==> config.mk <==
export PLATFORM = sky130hd
export DESIGN_NAME = disp_timing_gen
export DESIGN_NICKNAME = d
export VERILOG_FILES = /design/src/rtl/dtg_pkg.sv /design/src/rtl/dtg_axis.sv /design/src/rtl/dtg_regs.sv /design/src/rtl/disp_timing_gen.sv
export SDC_FILE = /design/constraint.sdc
export NUM_CORES = 1
export LEC_CHECK = 0
export ABC_AREA = 0
export BUFFER_PORTS_ARGS = -buffer_cell sky130_fd_sc_hd__buf_2
export CORE_MARGIN = 5
export CORE_UTILIZATION = 50
export CTS_BUF_LIST = sky130_fd_sc_hd__clkbuf_2 sky130_fd_sc_hd__clkbuf_4 sky130_fd_sc_hd__clkbuf_8
export CTS_CLUSTER_SIZE = 8
export DETAILED_ROUTE_END_ITERATION = 12
export GPL_ROUTABILITY_DRIVEN = 0
export PLACE_DENSITY = 0.68
export SLEW_MARGIN = 10
export SYNTH_ARGS = -nofsm -noshare
export SYNTH_HDL_FRONTEND = slang
export SYNTH_SLANG_ARGS = --single-unit
==> constraint.sdc <==
create_clock -name clk -period 8.7 [get_ports clk]
set_input_delay 0.435 -clock clk [delete_from_list [all_inputs] [get_ports clk]]
set_output_delay 0.435 -clock clk [all_outputs]
set_load 0.02 [all_outputs]
==> src/rtl/dtg_pkg.sv <==
package dtg_pkg;
   localparam int ADDR_W = 3;

   localparam logic [ADDR_W-1:0] A_CTRL = 3'd0;
   localparam logic [ADDR_W-1:0] A_SIZE = 3'd1;
   localparam logic [ADDR_W-1:0] A_HTIM = 3'd2;
   localparam logic [ADDR_W-1:0] A_VTIM = 3'd3;
   localparam logic [ADDR_W-1:0] A_STAT = 3'd4;
   localparam logic [ADDR_W-1:0] A_IEN  = 3'd5;
   localparam logic [ADDR_W-1:0] A_BASE = 3'd6;

   localparam int B_RUN  = 0;
   localparam int B_LOAD = 1;
   localparam int B_SRST = 2;
   localparam int B_POL0 = 3;
   localparam int N_POL  = 4;

   localparam int SIG_HS = 0;
   localparam int SIG_VS = 1;
   localparam int SIG_DE = 2;
   localparam int N_SIG  = 3;
endpackage

==> src/rtl/dtg_axis.sv <==
module dtg_axis #(
   parameter int ACT_W   = 16,
   parameter int PORCH_W = 8,
   parameter int CNT_W   = ACT_W + 2
) (
   input  logic               clk,
   input  logic               rst_n,
   input  logic               hold,
   input  logic               step,
   input  logic [ACT_W-1:0]   len_act,
   input  logic [PORCH_W-1:0] len_fp,
   input  logic [PORCH_W-1:0] len_sw,
   input  logic [PORCH_W-1:0] len_bp,
   output logic [CNT_W-1:0]   cnt,
   output logic               last,
   output logic               in_act,
   output logic               in_sync,
   output logic               fp_first,
   output logic               at_zero
);
   logic [CNT_W-1:0] e_act, e_fp, e_sw, e_bp;
   logic [CNT_W-1:0] sync_lo, sync_hi, total;

   assign e_act   = CNT_W'(len_act);
   assign e_fp    = CNT_W'(len_fp);
   assign e_sw    = CNT_W'(len_sw);
   assign e_bp    = CNT_W'(len_bp);
   assign sync_lo = e_act + e_fp;
   assign sync_hi = sync_lo + e_sw;
   assign total   = sync_hi + e_bp;

   assign last     = (cnt == total - CNT_W'(1));
   assign in_act   = (cnt < e_act);
   assign in_sync  = (cnt >= sync_lo) && (cnt < sync_hi);
   assign fp_first = (cnt == e_act);
   assign at_zero  = (cnt == '0);

   always_ff @(posedge clk or negedge rst_n) begin
      if (!rst_n) begin
         cnt <= '0;
      end else if (hold) begin
         cnt <= '0;
      end else if (step) begin
         cnt <= last ? '0 : cnt + CNT_W'(1);
      end
   end
endmodule

==> src/rtl/dtg_regs.sv <==
module dtg_regs
   import dtg_pkg::*;
#(
   parameter int DATA_W  = 32,
   parameter int ACT_W   = 16,
   parameter int PORCH_W = 8
) (
   input  logic               clk,
   input  logic               rst_n,
   input  logic               wr_en,
   input  logic [ADDR_W-1:0]  wr_addr,
   input  logic [DATA_W-1:0]  wr_data,
   input  logic [ADDR_W-1:0]  rd_addr,
   output logic [DATA_W-1:0]  rd_data,
   input  logic               frame_end,
   input  logic               vblank_hit,
   output logic               running,
   output logic               soft_rst,
   output logic [ACT_W-1:0]   act_hact,
   output logic [ACT_W-1:0]   act_vact,
   output logic [PORCH_W-1:0] act_hfp,
   output logic [PORCH_W-1:0] act_hsw,
   output logic [PORCH_W-1:0] act_hbp,
   output logic [PORCH_W-1:0] act_vfp,
   output logic [PORCH_W-1:0] act_vsw,
   output logic [PORCH_W-1:0] act_vbp,
   output logic [N_POL-1:0]   act_pol,
   output logic [DATA_W-1:0]  act_base,
   output logic               irq
);
   localparam int VOFF = DATA_W / 2;

   logic [ACT_W-1:0]   p_hact, p_vact;
   logic [PORCH_W-1:0] p_hfp, p_hsw, p_hbp, p_vfp, p_vsw, p_vbp;
   logic [N_POL-1:0]   p_pol;
   logic [DATA_W-1:0]  p_base;

   logic en_q, load_q, srst_q, run_q, stat_q, ien_q;
   logic wr_ctrl, wr_size, wr_htim, wr_vtim, wr_stat, wr_ien, wr_base;
   logic start, commit_frm, take, kill;
   logic unused_wr_bits;

   assign wr_ctrl = wr_en && (wr_addr == A_CTRL);
   assign wr_size = wr_en && (wr_addr == A_SIZE);
   assign wr_htim = wr_en && (wr_addr == A_HTIM);
   assign wr_vtim = wr_en && (wr_addr == A_VTIM);
   assign wr_stat = wr_en && (wr_addr == A_STAT);
   assign wr_ien  = wr_en && (wr_addr == A_IEN);
   assign wr_base = wr_en && (wr_addr == A_BASE);
   assign unused_wr_bits = ^wr_data;

   assign start      = en_q && !run_q && !srst_q;
   assign commit_frm = frame_end && load_q && en_q && !srst_q;
   assign take       = start || commit_frm;
   assign kill       = srst_q || (wr_ctrl && wr_data[B_SRST]);

   // Pending copies, written by software at any time
   always_ff @(posedge clk or negedge rst_n) begin
      if (!rst_n) begin
         p_hact <= '0; p_vact <= '0;
         p_hfp  <= '0; p_hsw  <= '0; p_hbp <= '0;
         p_vfp  <= '0; p_vsw  <= '0; p_vbp <= '0;
         p_pol  <= '0; p_base <= '0;
      end else begin
         if (wr_ctrl) p_pol <= wr_data[B_POL0 +: N_POL];
         if (wr_size) begin
            p_hact <= wr_data[0 +: ACT_W];
            p_vact <= wr_data[VOFF +: ACT_W];
         end
         if (wr_htim) begin
            p_hfp <= wr_data[0 +: PORCH_W];
            p_hsw <= wr_data[PORCH_W +: PORCH_W];
            p_hbp <= wr_data[2*PORCH_W +: PORCH_W];
         end
         if (wr_vtim) begin
            p_vfp <= wr_data[0 +: PORCH_W];
            p_vsw <= wr_data[PORCH_W +: PORCH_W];
            p_vbp <= wr_data[2*PORCH_W +: PORCH_W];
         end
         if (wr_base) p_base <= wr_data;
      end
   end

   // Live copies, filled at start or at a requested frame-end commit
   always_ff @(posedge clk or negedge rst_n) begin
      if (!rst_n) begin
         act_hact <= '0; act_vact <= '0;
         act_hfp  <= '0; act_hsw  <= '0; act_hbp <= '0;
         act_vfp  <= '0; act_vsw  <= '0; act_vbp <= '0;
         act_pol  <= '0; act_base <= '0;
      end else if (take) begin
         act_hact <= p_hact; act_vact <= p_vact;
         act_hfp  <= p_hfp;  act_hsw  <= p_hsw;  act_hbp <= p_hbp;
         act_vfp  <= p_vfp;  act_vsw  <= p_vsw;  act_vbp <= p_vbp;
         act_pol  <= p_pol;  act_base <= p_base;
      end
   end

   // Control state
   always_ff @(posedge clk or negedge rst_n) begin
      if (!rst_n) begin
         en_q   <= 1'b0;
         load_q <= 1'b0;
         srst_q <= 1'b0;
         run_q  <= 1'b0;
         stat_q <= 1'b0;
         ien_q  <= 1'b0;
      end else begin
         if (wr_ctrl) srst_q <= wr_data[B_SRST];

         if (kill)         en_q <= 1'b0;
         else if (wr_ctrl) en_q <= wr_data[B_RUN];

         if (kill)                             load_q <= 1'b0;
         else if (wr_ctrl && wr_data[B_LOAD])  load_q <= 1'b1;
         else if (take)                        load_q <= 1'b0;

         if (srst_q)         run_q <= 1'b0;
         else if (start)     run_q <= 1'b1;
         else if (frame_end) run_q <= en_q;

         if (srst_q)                     stat_q <= 1'b0;
         else if (vblank_hit)            stat_q <= 1'b1;
         else if (wr_stat && wr_data[0]) stat_q <= 1'b0;

         if (wr_ien) ien_q <= wr_data[0];
      end
   end

   assign running  = run_q;
   assign soft_rst = srst_q;
   assign irq      = stat_q && ien_q;

   always_comb begin
      rd_data = '0;
      case (rd_addr)
         A_CTRL: begin
            rd_data[B_RUN]            = en_q || run_q;
            rd_data[B_LOAD]           = load_q;
            rd_data[B_SRST]           = srst_q;
            rd_data[B_POL0 +: N_POL]  = p_pol;
         end
         A_SIZE: begin
            rd_data[0 +: ACT_W]    = p_hact;
            rd_data[VOFF +: ACT_W] = p_vact;
         end
         A_HTIM: rd_data[3*PORCH_W-1:0] = {p_hbp, p_hsw, p_hfp};
         A_VTIM: rd_data[3*PORCH_W-1:0] = {p_vbp, p_vsw, p_vfp};
         A_STAT: rd_data[0] = stat_q;
         A_IEN:  rd_data[0] = ien_q;
         A_BASE: rd_data    = p_base;
         default: rd_data   = '0;
      endcase
   end
endmodule

==> src/rtl/disp_timing_gen.sv <==
module disp_timing_gen
   import dtg_pkg::*;
#(
   parameter int DATA_W  = 32,
   parameter int ACT_W   = 16,
   parameter int PORCH_W = 8
) (
   input  logic              clk,
   input  logic              rst_n,
   input  logic              reg_we,
   input  logic [2:0]        reg_addr,
   input  logic [DATA_W-1:0] reg_wdata,
   input  logic [2:0]        reg_raddr,
   output logic [DATA_W-1:0] reg_rdata,
   output logic              hsync,
   output logic              vsync,
   output logic              de,
   output logic [ACT_W-1:0]  pix_x,
   output logic [ACT_W-1:0]  pix_y,
   output logic              pclk_neg,
   output logic [DATA_W-1:0] fb_base,
   output logic              irq
);
   localparam int CNT_W = ((ACT_W > PORCH_W) ? ACT_W : PORCH_W) + 2;

   if (ACT_W > DATA_W / 2) begin : g_bad_size
      $error("ACT_W must fit in half of DATA_W");
   end
   if (3 * PORCH_W > DATA_W) begin : g_bad_porch
      $error("three porch fields must fit in DATA_W");
   end
   if (PORCH_W < 1 || ACT_W < 1) begin : g_bad_min
      $error("field widths must be at least 1");
   end
   if (B_POL0 + N_POL > DATA_W) begin : g_bad_ctrl
      $error("control bits exceed DATA_W");
   end

   logic               running, soft_rst, frame_end, vblank_hit;
   logic [ACT_W-1:0]   act_hact, act_vact;
   logic [PORCH_W-1:0] act_hfp, act_hsw, act_hbp, act_vfp, act_vsw, act_vbp;
   logic [N_POL-1:0]   act_pol;
   logic [CNT_W-1:0]   h_cnt, v_cnt;
   logic               h_last, v_last, h_act, v_act, h_sync, v_sync;
   logic               h_fpf, v_fpf, h_zero, v_zero;
   logic               hold;
   logic [N_SIG-1:0]   raw, pol_out;
   logic               unused_cnt_bits;

   dtg_regs #(.DATA_W(DATA_W), .ACT_W(ACT_W), .PORCH_W(PORCH_W)) u_regs (
      .clk(clk), .rst_n(rst_n),
      .wr_en(reg_we), .wr_addr(reg_addr), .wr_data(reg_wdata),
      .rd_addr(reg_raddr), .rd_data(reg_rdata),
      .frame_end(frame_end), .vblank_hit(vblank_hit),
      .running(running), .soft_rst(soft_rst),
      .act_hact(act_hact), .act_vact(act_vact),
      .act_hfp(act_hfp), .act_hsw(act_hsw), .act_hbp(act_hbp),
      .act_vfp(act_vfp), .act_vsw(act_vsw), .act_vbp(act_vbp),
      .act_pol(act_pol), .act_base(fb_base), .irq(irq)
   );

   assign hold = soft_rst || !running;

   dtg_axis #(.ACT_W(ACT_W), .PORCH_W(PORCH_W), .CNT_W(CNT_W)) u_haxis (
      .clk(clk), .rst_n(rst_n), .hold(hold), .step(running),
      .len_act(act_hact), .len_fp(act_hfp), .len_sw(act_hsw), .len_bp(act_hbp),
      .cnt(h_cnt), .last(h_last), .in_act(h_act), .in_sync(h_sync),
      .fp_first(h_fpf), .at_zero(h_zero)
   );

   dtg_axis #(.ACT_W(ACT_W), .PORCH_W(PORCH_W), .CNT_W(CNT_W)) u_vaxis (
      .clk(clk), .rst_n(rst_n), .hold(hold), .step(running && h_last),
      .len_act(act_vact), .len_fp(act_vfp), .len_sw(act_vsw), .len_bp(act_vbp),
      .cnt(v_cnt), .last(v_last), .in_act(v_act), .in_sync(v_sync),
      .fp_first(v_fpf), .at_zero(v_zero)
   );

   assign unused_cnt_bits = ^{h_cnt, v_cnt, h_fpf, v_zero};

   assign frame_end  = running && h_last && v_last;
   assign vblank_hit = running && v_fpf && h_zero;

   assign raw[SIG_HS] = running && h_sync;
   assign raw[SIG_VS] = running && v_sync;
   assign raw[SIG_DE] = running && h_act && v_act;

   for (genvar gi = 0; gi < N_SIG; gi++) begin : g_pol
      assign pol_out[gi] = raw[gi] ^ act_pol[gi];
   end

   assign hsync    = pol_out[SIG_HS];
   assign vsync    = pol_out[SIG_VS];
   assign de       = pol_out[SIG_DE];
   assign pclk_neg = act_pol[N_POL-1];
   assign pix_x    = raw[SIG_DE] ? h_cnt[ACT_W-1:0] : '0;
   assign pix_y    = raw[SIG_DE] ? v_cnt[ACT_W-1:0] : '0;
endmodule

; Yosys cells after proc, flatten, opt, wreduce, memory -nomap -nowiden
; Index checks and enable logic that the tools add are counted.
[word_totals]
register_bits = 274
latchBits = 0
mem_bits_rw = 0
rom_bits = 0
out_inout_bits = 101
memories = 0
[classes]
n_addsub = 10
n_mul = 0
div_mod_pow = 0
order_cmp = 6
n_eq_ne = 15
n_shift = 0
n_mux = 23
bitwise_logic = 3
reduce_logical = 41
[op_table]
columns = cell, count
row1 = two-way mux 18 bit, 6
row2 = adder 18 x 8 -> 18 bit, 4
row3 = case mux 17 bit (4 select lines), 1
row4 = adder 18 x 1 -> 18 bit (second input constant), 2
row5 = == test 18 bit, 2
row6 = greater-or-equal comparator 18 bit, 2
row7 = less-than comparator 18 x 16 -> 1 bit, 2
row8 = less-than comparator 18 bit, 2
row9 = subtractor 18 x 1 -> 18 bit (second input constant), 2
row10 = adder 16 x 8 -> 17 bit, 2
row11 = two-way mux 16 bit, 2
row12 = case mux 6 bit (5 select lines), 1
row13 = logical AND 1 bit, 26
row14 = == test 18 x 16 -> 1 bit, 1
row15 = == test 3 bit (second input constant), 6
row16 = zero test 18 bit, 1
row17 = case mux 8 bit (2 select lines), 1
row18 = == test 3 x 2 -> 1 bit (second input constant), 4
row19 = two-way mux 1 bit, 11
row20 = nonzero test 3 bit, 3
row21 = case mux 1 bit (7 select lines), 1
row22 = == test 3 x 1 -> 1 bit (second input constant), 2
row23 = zero test 3 bit, 2
row24 = nonzero test 2 bit, 3
row25 = 3 further kinds, 9

; Longest topological paths before layout
; Gate-level depths: netlist of the first run.
[depth]
word_depth = 14
depth_mapped = 32
depth_no_buf = 29

; Modules after synthesis
; Synthesis of the first run repeated with hierarchy kept, for this count alone.
[unflattened]
cells_unflattened = 1868
hier_area_um2 = 19496.2
[by_module_without_submodules]
columns = mod, n_inst, cells_per_inst, area_each_um2
row1 = dtg_regs, 1, 647, 9949.5
row2 = dtg_axis at u_vaxis, 1, 637, 4908.5
row3 = dtg_axis at u_haxis, 1, 539, 4309.1
row4 = disp_timing_gen, 1, 45, 329.1

; Worst setup path before layout of the first run
; No wires, ideal clock.
[synth_path]
path_kind = reg2reg
startpoint = reg u_regs.act_vact[0]
endpoint = reg u_regs.act_base[0]
setup_time_ps = 128
arrival_ps = 6403
t_required_ps = 8572
path_slack_ps = 2170
path_stages_with_launch = 31
path_buffers = 2
synth_period_minus_slack_ps = 6530
path_cell_list = dfrtp_1 > ha_1 > inv_1 > fa_1 > nor2b_1 > o21a_1 > o21ai_0 > nand2b_1 > xor2_1 > ha_1 > o21a_1 > o22ai_1 > a21oi_1 > nand3_1 > or4_1 > xor2_1 > ha_1 > xor2_1 > nand2_1 > a221o_1 > a221oi_1 > nand4_1 > nor3_1 > o2111ai_1 > a211oi_1 > o2111ai_1 > nor2_1 > a41oi_4 > buf_6 > buf_6 > mux2_1
[synth_via]
elab_chain_cells = 10
[synth_lines]
columns = element, line_no
row1 = start: declaration, dtg_regs.sv:20  ; output logic [ACT_W-1:0] act_vact,
row2 = start signal: assignment, dtg_regs.sv:92  ; act_hact <= p_hact; act_vact <= p_vact;
row3 = adder 16 x 8 -> 17 bit, dtg_axis.sv:28  ; assign sync_lo = e_act + e_fp;
row4 = adder 18 x 8 -> 18 bit, dtg_axis.sv:29  ; assign sync_hi = sync_lo + e_sw;
row5 = adder 18 x 8 -> 18 bit, dtg_axis.sv:30  ; assign total = sync_hi + e_bp;
row6 = subtractor 18 x 1 -> 18 bit, dtg_axis.sv:32  ; assign last = (cnt == total - CNT_W'(1));
row7 = == test 18 bit, dtg_axis.sv:32
row8 = logical AND 1 bit, disp_timing_gen.sv:80  ; assign frame_end = running && h_last && v_last;
row9 = logical AND 1 bit (3 in a row), dtg_regs.sv:53  ; assign commit_frm = frame_end && load_q && en_q && !srst_q;
row10 = logical OR 1 bit, dtg_regs.sv:54  ; assign take = start || commit_frm;
row11 = end signal: assignment, dtg_regs.sv:95  ; act_pol <= p_pol; act_base <= p_base;
row12 = end: declaration, dtg_regs.sv:28  ; output logic [DATA_W-1:0] act_base,
; No other way between the ends.
; A chain may end at the register's enable or synchronous reset.

; Worst setup path after layout of the first run
[layout_path]
startpoint = reg u_regs.act_vact[0]
endpoint = reg u_regs.act_base[15]
; The elaborated chain is that of the path after synthesis.

==> key figures, run 1 <==
GRT
  • Total gr overflow: 0
  • First-pass GRT wire length: 83,170 µm
  • Largest net degree at the start of global routing: 152
  • Vias in the first global route: 14,840
  • Initial antenna violation count: 0
  • GRT Util Overall: 24.53%

Clocking
  • H-tree levels: 2
  • CTS tree: done
  • Clock Pin Slew Worst Setup and Hold Paths: 0.06 ns
  • Post-CTS Setup Bufs: 0
  • Total clock sinks: 274
  • Hold buffers post-CTS: 1
  • CTS Buf Count: 48
  • CTS Buffer Depth: 3
  • Worst skew pair latency: 0.61 ns
  • Clk root buf: clkbuf_8
  • Post-CTS Resized: 0

Worst setup path
  • Critical Path Sink Type: flip-flop
  • Reg2reg start: u_regs.act_vact[0]$_DFFE_PN0P_
  • Reg2Reg Depth: 24
  • Setup crit start kind: flip-flop
  • Origin of the worst setup path: u_regs.act_vact[0]$_DFFE_PN0P_
  • Critical path arrival: 8.32 ns
  • Critical-path maximum fanout: 66
  • CP Class: reg -> reg
  • CP required: 9.16 ns

Synthesis
  • Cells after Synth: about 1,900
  • Most common cell in the netlist: dfrtp_1
  • Post-synth top area cell: dfrtp_1
  • Synth top area cells: dfrtp_1 (36%), ha_1 (10%), mux2_2 (7.0%)
  • Post-Syn Area: about 0.019 mm²
  • Synth Area per Inst: 10.15 µm²
  • Post-synth top cells: dfrtp_1 (274), ha_1 (154), mux2_2 (119), inv_1 (116), mux2_1 (116)
  • Synthesis Warnings: 0
  • Top cell type's share of synthesized area: a little over a third
  • Library cells used by synthesis: between 90 and 100
  • Register area share after synthesis: 35.97%
  • Top FF cell, synth: dfrtp_1
  • Async SR Flop Fraction: 100.0%
  • Seq cells post-synth: 274
  • Post-synth EDFFs: 0

Timing
  • Final setup vio count: 0
  • Relative slew margins: 11.78%
  • Setup TNS Final: 0 ns
  • Final Skew: 0.03199 ns
  • Hold WS: 0.09428 ns
  • Unrepaired setup endpoints after global routing: false
  • Tcrit/Tclk final: ~90%
  • Slew @ Worst Pin: roughly 1.3 ns
  • Hold Fails Final Rpt: 0
  • Fin crit period: 7.855 ns
  • Max Clock Freq: ~130 MHz
  • Final Max Slew Viols: 0

Drt
  • Drt pass-1 iters: 5
  • DR vias: 15,300
  • Final wirelength: 52,350 µm
  • Vias/cell: between 6 and 7
  • Avg WL per Cell: 20.61 µm
  • DR DRC count: 0
  • DRT antenna net count: 0
  • Iteration-0 DRC Markers: 1,074

Placement
  • Placed cell area: 0.02017 mm²
  • Number of port buffers: 141
  • DP HPWL: roughly 39,000 µm

Die
  • Num rows: 71
  • Die area: 0.04213 mm²
  • Initial core utilization: 50.60%
  • IO Pins: 142
  • Die width: roughly 210 µm
  • Core area: 0.03767 mm²
  • Die H: 205.2 µm

Layout
  • Final instance area: 0.02122 mm²
  • P&R area growth vs syn: 11.35%
  • Nets: about 2,200
  • Layout cells sized above 1: 19.32%
  • Filler cells: 3,316
  • # diodes: 0

Worst hold path
  • Worst min-delay path category: in -> reg
  • Beginning of the worst hold path: reg_wdata[31]
  • Cells on Worst Hold Path: 2

Outcome
  • Status: completed

Flow run
  • Max Cap Violations: 0
==> through the flow <==
step	instances	utilization [%]	setup slack, ns
final	2540	56.35	0.8449
after global routing	2540	56.35	0.3441
after CTS	2540	56.35	0.9424
after detailed placement	2459	53.54	1.001
after global placement	2459	53.54	1.124
after floorplan	1878	-	2.170
==> worst paths after layout <==
| kind | endpoint | slack (ns) |
|---|---|---|
| setup / recovery | u_regs.act_base[15]$_DFFE_PN0P_ | 0.84 |
| max in group asynchronous | u_regs.act_hact[5]$_DFFE_PN0P_ | 6.80 |
| hold reg to reg | u_regs.act_base[29]$_DFFE_PN0P_ | 0.49 |
| min in group asynchronous | u_regs.act_base[30]$_DFFE_PN0P_ | 0.52 |
| hold / removal | u_regs.p_base[31]$_DFFE_PN0P_ | 0.09 |
| setup reg to reg | u_regs.act_base[15]$_DFFE_PN0P_ | 0.84 |
==> registers in the layout, indices dropped and copies added (netlist names), 4 cells and up <==
register         cells
u_regs.act_hsw       8
u_regs.act_base     32
u_regs.p_base       32
u_regs.p_hbp         8
u_regs.p_vfp         8
u_regs.act_hbp       8
u_vaxis.cnt         18
u_regs.act_hact     16
u_regs.p_hsw         8
u_regs.p_hfp         8
u_regs.p_vsw         8
u_regs.p_vbp         8
u_regs.act_vbp       8
u_regs.act_pol       4
u_regs.p_hact       16
u_regs.act_vfp       8
u_regs.p_vact       16
u_regs.act_hfp       8
u_haxis.cnt         18
u_regs.act_vact     16
u_regs.act_vsw       8
u_regs.p_pol         4
==> worst max-delay path: stages (launching register included) <==
cell and delay, ns:
dfrtp_1 0.39, ha_1 0.20, inv_1 0.06, fa_1 0.40, xnor2_1 0.30, ha_1 0.34
nor2b_1 0.15, o21ai_0 0.37, a21boi_0 0.21, o311ai_0 0.69, xnor2_1 0.15, ha_1 0.37
nand3_1 0.10, a21o_1 0.19, a31oi_1 0.46, or3b_1 0.45, a21oi_1 0.39, o211ai_1 0.15
a311o_1 0.39, o2111ai_1 0.14, nor2_1 0.08, buf_4 0.20, a41oi_4 0.34, buf_4 0.75
mux2_1 0.39
==> area by class of cell <==
| cell class | instances | area, µm² | area share [%] |
|---|---|---|---|
| sequential | 274 | 6857 | 32.31 |
| clock buffer | 73 | 935.9 | 4.410 |
| timing repair buffer | 154 | 828.3 | 3.903 |
| inverter | 122 | 457.9 | 2.158 |
| tap | 511 | 639.4 | 3.012 |
| multi-input combinational | 1399 | 11400 | 53.69 |
| clock inverter | 7 | 110.1 | 0.5188 |
==> routing by layer <==
metal / wire length (µm) / GRT usage, % / share of wire [%] / vias up
li1: - / - / - / 7105
met1: 24390 / 36.21 / 47 / 7539
met2: 22930 / 37.74 / 44 / 551
met3: 3662 / 3.972 / 7.0 / 100
met4: 1374 / 6.459 / 2.6 / 0
met5: 0 / 0 / 0 / -
==> cells by family (layout without fill, tap and decap cells) <==
logic type	after synthesis	count (layout)	share of synthesized area [%]
multiplexers	246	246	14.46
other	1	2	0.01967
AND/OR/NAND/NOR	451	451	12.49
flip-flops	274	274	35.97
buffers and inverters	205	356	4.339
XOR/XNOR	135	135	6.492
adder cells (fa/ha/maj)	162	162	10.84
AO/OA/AOI/OAI	403	403	15.38
==> layout by cell type, fill, tap and decap left out, drive strengths merged, types with 11 or more instances in the layout <==
cell	n
a211oi	14
and2	40
o21ai	69
a21oi	75
a32o	13
a21o	43
nand3	37
mux2i	11
nor2	88
nor3b	18
xnor2	91
nand4	26
o21a	18
nor4	17
nor3	36
ha	154
nor2b	22
mux2	235
and3	26
nand2	85
a22oi	40
clkbuf	73
buf	153
a22o	15
inv	120
dfrtp	274
nand2b	21
a31oi	11
xor2	43
Power of run 1 is left out: the tool's default activity adds up to more than one toggle a clock period on the data nets, which glitch-free logic cannot reach.
==> run 2, diff against run 1 <==
--- a/config.mk
+++ b/config.mk
@@ -7,13 +7,15 @@
 export LEC_CHECK = 0
 export ABC_AREA = 0
 export BUFFER_PORTS_ARGS = -buffer_cell sky130_fd_sc_hd__buf_2
+export CELL_PAD_IN_SITES_DETAIL_PLACEMENT = 1
+export CELL_PAD_IN_SITES_GLOBAL_PLACEMENT = 2
 export CORE_MARGIN = 5
-export CORE_UTILIZATION = 50
+export CORE_UTILIZATION = 41
 export CTS_BUF_LIST = sky130_fd_sc_hd__clkbuf_2 sky130_fd_sc_hd__clkbuf_4 sky130_fd_sc_hd__clkbuf_8
 export CTS_CLUSTER_SIZE = 8
 export DETAILED_ROUTE_END_ITERATION = 12
 export GPL_ROUTABILITY_DRIVEN = 0
-export PLACE_DENSITY = 0.68
+export PLACE_DENSITY_LB_ADDON = 0.1
 export SLEW_MARGIN = 10
 export SYNTH_ARGS = -nofsm -noshare
 export SYNTH_HDL_FRONTEND = slang
==> run 2 against run 1 <==
Against the previous run:
- hold slack got worse by 0.015 ns
- register-to-register slack got worse by 0.18 ns
- fmax fell by 2.2%
- first-iteration DRC count fell by 34%
- cell count rose by 4.2%
- sequential share of layout area fell by 0.26 points
- critical path depth rose by 3
- via count rose by 0.41%
- non-clock buffer count rose by 3
- die area rose by 21%
- final area rose by 0.82%
- critical endpoint is now u_regs.act_pol[3]$_DFFE_PN0P_
- largest cell class unchanged
==> key figures, run 2 (same netlist as run 1, synthesis figures left out) <==
Outcome
  • Status: completed

Placement
  • Cells after DPL: 2,558
  • Number of port buffers: 141
  • DP HPWL: about 46,000 µm

Layout
  • P&R area growth vs syn: 12.26%
  • Most common cell after layout, fill and taps aside: dfrtp_1
  • Finished Layout Cells: 2,646
  • Nets: 2,203
  • Filler cells: 5,229
  • Layout cells sized above 1: 19.63%
  • Largest registers: u_regs.act_base (32), u_regs.p_base (32)
  • Most frequent cells in the layout: dfrtp_1 (274), ha_1 (154), buf_2 (140)

Worst setup path
  • Reg2reg start: u_regs.act_vact[3]$_DFFE_PN0P_
  • Setup crit start kind: flip-flop
  • Critical-path maximum fanout: around 120
  • CP required: 9.17 ns
  • Critical path arrival: 8.50 ns
  • Critical Path Sink Type: flip-flop
  • CP Class: reg -> reg
  • Origin of the worst setup path: u_regs.act_vact[3]$_DFFE_PN0P_

Clocking
  • Hold buffers post-CTS: 1
  • CTS Buf Count: 48
  • H-tree levels: 2
  • CTS Buffer Depth: 3
  • Clock Pin Slew Worst Setup and Hold Paths: 0.06 ns
  • Total clock sinks: 274
  • CTS tree: done
  • Post-CTS Resized: 0
  • Post-CTS Setup Bufs: 0
  • Worst skew pair latency: 0.61 ns
  • Clk root buf: clkbuf_8

Timing
  • Fin crit period: 8.033 ns
  • Final Skew: 0.02840 ns
  • Final setup vio count: 0
  • Tcrit/Tclk final: 92.33%
  • Setup TNS Final: 0 ns
  • Hold Fails Final Rpt: 0
  • Slew @ Worst Pin: 1.239 ns
  • Unrepaired setup endpoints after global routing: false
  • Max Clock Freq: around 120 MHz
  • Final Max Slew Viols: 0
  • Relative slew margins: 16.78%

Drt
  • DR vias: around 15,000
  • Drt pass-1 iters: 4
  • Avg WL per Cell: between 20 and 25 µm
  • Vias/cell: 5.804
  • Iteration-0 DRC Markers: 706
  • DR DRC count: 0
  • Final wirelength: 60,520 µm
  • DRT antenna net count: 0

GRT
  • Total gr overflow: 0
  • First-pass GRT wire length: 95,410 µm
  • Largest net degree at the start of global routing: roughly 130
  • Initial antenna violation count: 1
  • Vias in the first global route: roughly 16,000
  • GRT Util Overall: 23.67%

Die
  • Core area: 0.04626 mm²
  • Die width: 225.6 µm
  • Die area: between 0.05 and 0.06 mm²
  • Num rows: 79
  • Die H: 225.6 µm
  • IO Pins: 142
  • Initial core utilization: 41.20%

Worst hold path
  • Beginning of the worst hold path: reg_wdata[29]
  • Worst min-delay path category: in -> reg

Flow run
  • Max Cap Violations: 0
run 2: cell count changes in the layout (fill, tap and decap cells not counted):
cell and change:
diode_2 +1, buf_4 +3, inv_12 -1, clkbuf_8 -1, clkinv_2 +1, inv_8 +1
clkbuf_4 +7, clkinvlp_4 -1, nor2b_2 -1, nor2b_1 +1
run 2: area by class of cell:
| cell class | count | area, µm² | area share, % |
|---|---|---|---|
| multi-input cells | 1399 | 11390 | 53.25 |
| flip-flops and latches | 274 | 6857 | 32.04 |
| clock buffers | 79 | 974.7 | 4.555 |
| repair buffers | 157 | 850.8 | 3.976 |
| well taps | 607 | 759.5 | 3.549 |
| inverters | 122 | 457.9 | 2.140 |
| clock inverters | 7 | 102.6 | 0.4795 |
| diodes | 1 | 2.502 | 0.01169 |
run 2: through the flow:
stage	setup WS, ns	hold slack (ns)	utilization, %	instance area, µm²
floorplan	2.170	0.1394	-	19060
finish	0.6670	0.07887	46.26	21400
detailed placement	0.7223	0.4761	43.90	20310
global route	0.06795	0.03495	46.25	21400
global placement	0.8158	0.4713	43.90	20310
CTS	0.7075	0.02519	46.25	21400
run 2: path summary, 6_finish.rpt:
check	to	slack, ns	depth (start not counted)
min in group asynchronous	u_regs.p_base[29]$_DFFE_PN0P_	0.53	2
hold reg to reg	u_regs.act_base[23]$_DFFE_PN0P_	0.49	1
setup / recovery	u_regs.act_pol[3]$_DFFE_PN0P_	0.67	27
max in group asynchronous	u_regs.act_hact[13]$_DFFE_PN0P_	6.49	3
hold / removal	u_regs.p_base[29]$_DFFE_PN0P_	0.08	2
setup reg to reg	u_regs.act_pol[3]$_DFFE_PN0P_	0.67	27
run 2: critical path, cell delays in order, from the launching register on:
cell       delay [ns]
dfrtp_1          0.42
ha_1             0.40
a21o_1           0.21
a2bb2oi_1        0.39
nor2b_1          0.22
xnor2_1          0.11
ha_1             0.41
o21a_1           0.17
o22ai_1          0.14
a21oi_1          0.35
nand3_1          0.19
or4_1            0.58
xor2_1           0.35
ha_1             0.36
xor2_1           0.47
nand2_1          0.11
a221o_1          0.32
a221oi_1         0.30
nand4_1          0.11
nor3_1           0.27
o2111ai_1        0.16
a211oi_1         0.28
o2111ai_1        0.22
nor2_1           0.14
buf_4            0.24
a41oi_4          0.15
buf_12           0.29
mux2_1           0.43
run 2: per-layer routing:
metal	GRT usage, %	share of wire (%)	up-vias
met5	0	0	-
met4	6.013	2.6	0
met3	3.393	4.4	97
met2	36.74	44	345
met1	34.92	49	7804
li1	-	-	7111
Power of run 2 is left out for the same reason.
==> run 3, diff against run 2 <==
==> constraint.sdc (replaced) <==
create_clock -name clk -period 8.65 [get_ports clk]
set_input_delay 0.4325 -clock clk [delete_from_list [all_inputs] [get_ports clk]]
set_output_delay 0.4325 -clock clk [all_outputs]
set_load 0.02 [all_outputs]
==> run 3 against run 2 <==
Against the previous run:
- fmax grew 4.3%
- wire length shrank 0.35%
- via count fell by 1.2%
- die area did not move
- critical path depth is the same
- critical path type unchanged
- sequential share of layout area fell by 0.080 points
- cell count up 0.30%
- final area is 0.25% higher
- utilization rose by 0.12 points
- register-to-register slack improved by 0.28 ns
==> key figures, run 3 (same netlist as run 1, synthesis figures left out) <==
Outcome
  • Status: completed

GRT
  • GRT Util Overall: 23.72%
  • GR Util met3: 3.315%
  • GR met1 Demand/Resource: 34.61%
  • Largest net degree at the start of global routing: 131
  • Gr busiest metal: met2
  • Initial antenna violation count: 5
  • Vias in the first global route: between 15,000 and 20,000
  • Total gr overflow: 0
  • Met2 capacity usage during global routing: 37.45%
  • First-pass GRT wire length: ~95,000 µm

Clocking
  • Clk root buf: clkbuf_8
  • Clock Pin Slew Worst Setup and Hold Paths: around 0.060 ns
  • H-tree levels: 2
  • CTS tree: done
  • Worst skew pair latency: 0.64 ns
  • CTS Buffer Depth: 3
  • Total clock sinks: 274
  • Post-CTS Setup Bufs: 0
  • CTS Buf Count: 50

Layout
  • Layout cells sized above 1: 19.90%
  • Finished Layout Cells: 2,654
  • Final instance area: 0.02145 mm²
  • Largest registers: u_regs.act_base (32), u_regs.p_base (32)
  • Most common cell after layout, fill and taps aside: dfrtp_1
  • Register area: 0.006857 mm²
  • Multi-input logic area: 0.01139 mm²
  • Nets: 2,207
  • Filler cells: 5,256
  • P&R area growth vs syn: 12.54%
  • Most frequent cells in the layout: dfrtp_1 (274), ha_1 (154), buf_2 (140)

Worst setup path
  • Critical-path maximum fanout: 116
  • Setup crit start kind: flip-flop
  • CP max-delay cell: or4_1
  • Critical path arrival: just over 8 ns
  • CP required: 9.13 ns
  • CP Class: reg -> reg
  • Crit-path most repeated cell: ha_1
  • Worst path max stage delay: about 0.57 ns
  • Critical Path Sink Type: flip-flop

Placement
  • Number of port buffers: around 140
  • Cells after DPL: 2,560
  • DP HPWL: 45,840 µm
  • Placed cell area: 0.02032 mm²
  • Worst slack, placed: 0.9298 ns

Die
  • Core area: approximately 0.046 mm²
  • Initial core utilization: 41.20%
  • IO Pins: 142
  • Die width: 225.6 µm
  • Die area: 0.05090 mm²
  • Die H: 225.6 µm
  • Num rows: between 70 and 80

Drt
  • DR vias: 15,170
  • Final wirelength: 60,310 µm
  • Vias/cell: between 5 and 6
  • DRT antenna net count: 0
  • Drt pass-1 iters: 5
  • DR DRC count: 0
  • Iteration-0 DRC Markers: 721
  • Avg WL per Cell: ~23 µm

Timing
  • Tcrit/Tclk final: 89.08%
  • Final setup vio count: 0
  • Final Max Slew Viols: 0
  • Setup TNS Final: 0 ns
  • Slack of the critical path: 0.9448 ns
  • Max Clock Freq: 129.8 MHz
  • Unrepaired setup endpoints after global routing: false
  • Hold Fails Final Rpt: 0
  • Relative slew margins: a little under a third
  • Fin crit period: 7.705 ns
  • Slew @ Worst Pin: 1.035 ns
  • Final Skew: 0.04974 ns

Worst hold path
  • Worst min-delay path category: in -> reg

Flow run
  • Max Cap Violations: 0
[run 3: repair_timing]
action                                 in CTS  in global routing
hold buffers                                1                  0
gates resized for setup                     0                  0
endpoints found under the hold margin     128                  0
[run 3: metal layers]
layer / up-vias / share of wire, %
li1: 7126 / -
met2: 273 / 45
met3: 69 / 4.0
met5: - / 0.032
met4: 2 / 2.3
met1: 7702 / 49
[run 3: path summary, 6_finish.rpt]
path                                                  from                         endpoint  slack, ns  cells past startpoint
setup reg to reg            u_regs.act_vact[3]$_DFFE_PN0P_  u_regs.act_base[29]$_DFFE_PN0P_       0.94                     27
min in group asynchronous                            rst_n  u_regs.act_base[29]$_DFFE_PN0P_       0.48                      2
hold reg to reg            u_regs.act_base[29]$_DFFE_PN0P_  u_regs.act_base[29]$_DFFE_PN0P_       0.48                      1
setup / recovery            u_regs.act_vact[3]$_DFFE_PN0P_  u_regs.act_base[29]$_DFFE_PN0P_       0.94                     27
max in group asynchronous                            rst_n      u_regs.p_pol[1]$_DFFE_PN0P_       6.48                      3
hold / removal                               reg_wdata[26]    u_regs.p_base[26]$_DFFE_PN0P_       0.08                      2
[run 3: critical path, delay by kind of cell, from the launching register on]
family | cells | cell delay, ns
adder cells (fa/ha/maj) | 3 | 1.15
multiplexers | 1 | 0.41
buffers and inverters | 2 | 0.51
AO/OA/AOI/OAI | 11 | 2.62
flip-flops | 1 | 0.39
AND/OR/NAND/NOR | 7 | 1.56
XOR/XNOR | 3 | 0.80
[run 3: stage by stage]
stage / utilization [%] / hold slack (ns)
floorplan: - / 0.1369
global placement: 43.93 / 0.4707
detailed placement: 43.93 / 0.4754
CTS: 46.36 / 0.01720
global route: 46.37 / 0.02579
finish: 46.37 / 0.07876
[run 3: area by class of cell]
class	instances	area share [%]
Multi-Input combinational cell	1399	53.11
Sequential cell	274	31.96
Clock buffer	81	4.701
Timing Repair Buffer	159	4.036
Tap cell	607	3.540
Inverter	122	2.135
Clock inverter	10	0.4899
Antenna cell	2	0.02333
Power of run 3 is left out for the same reason.
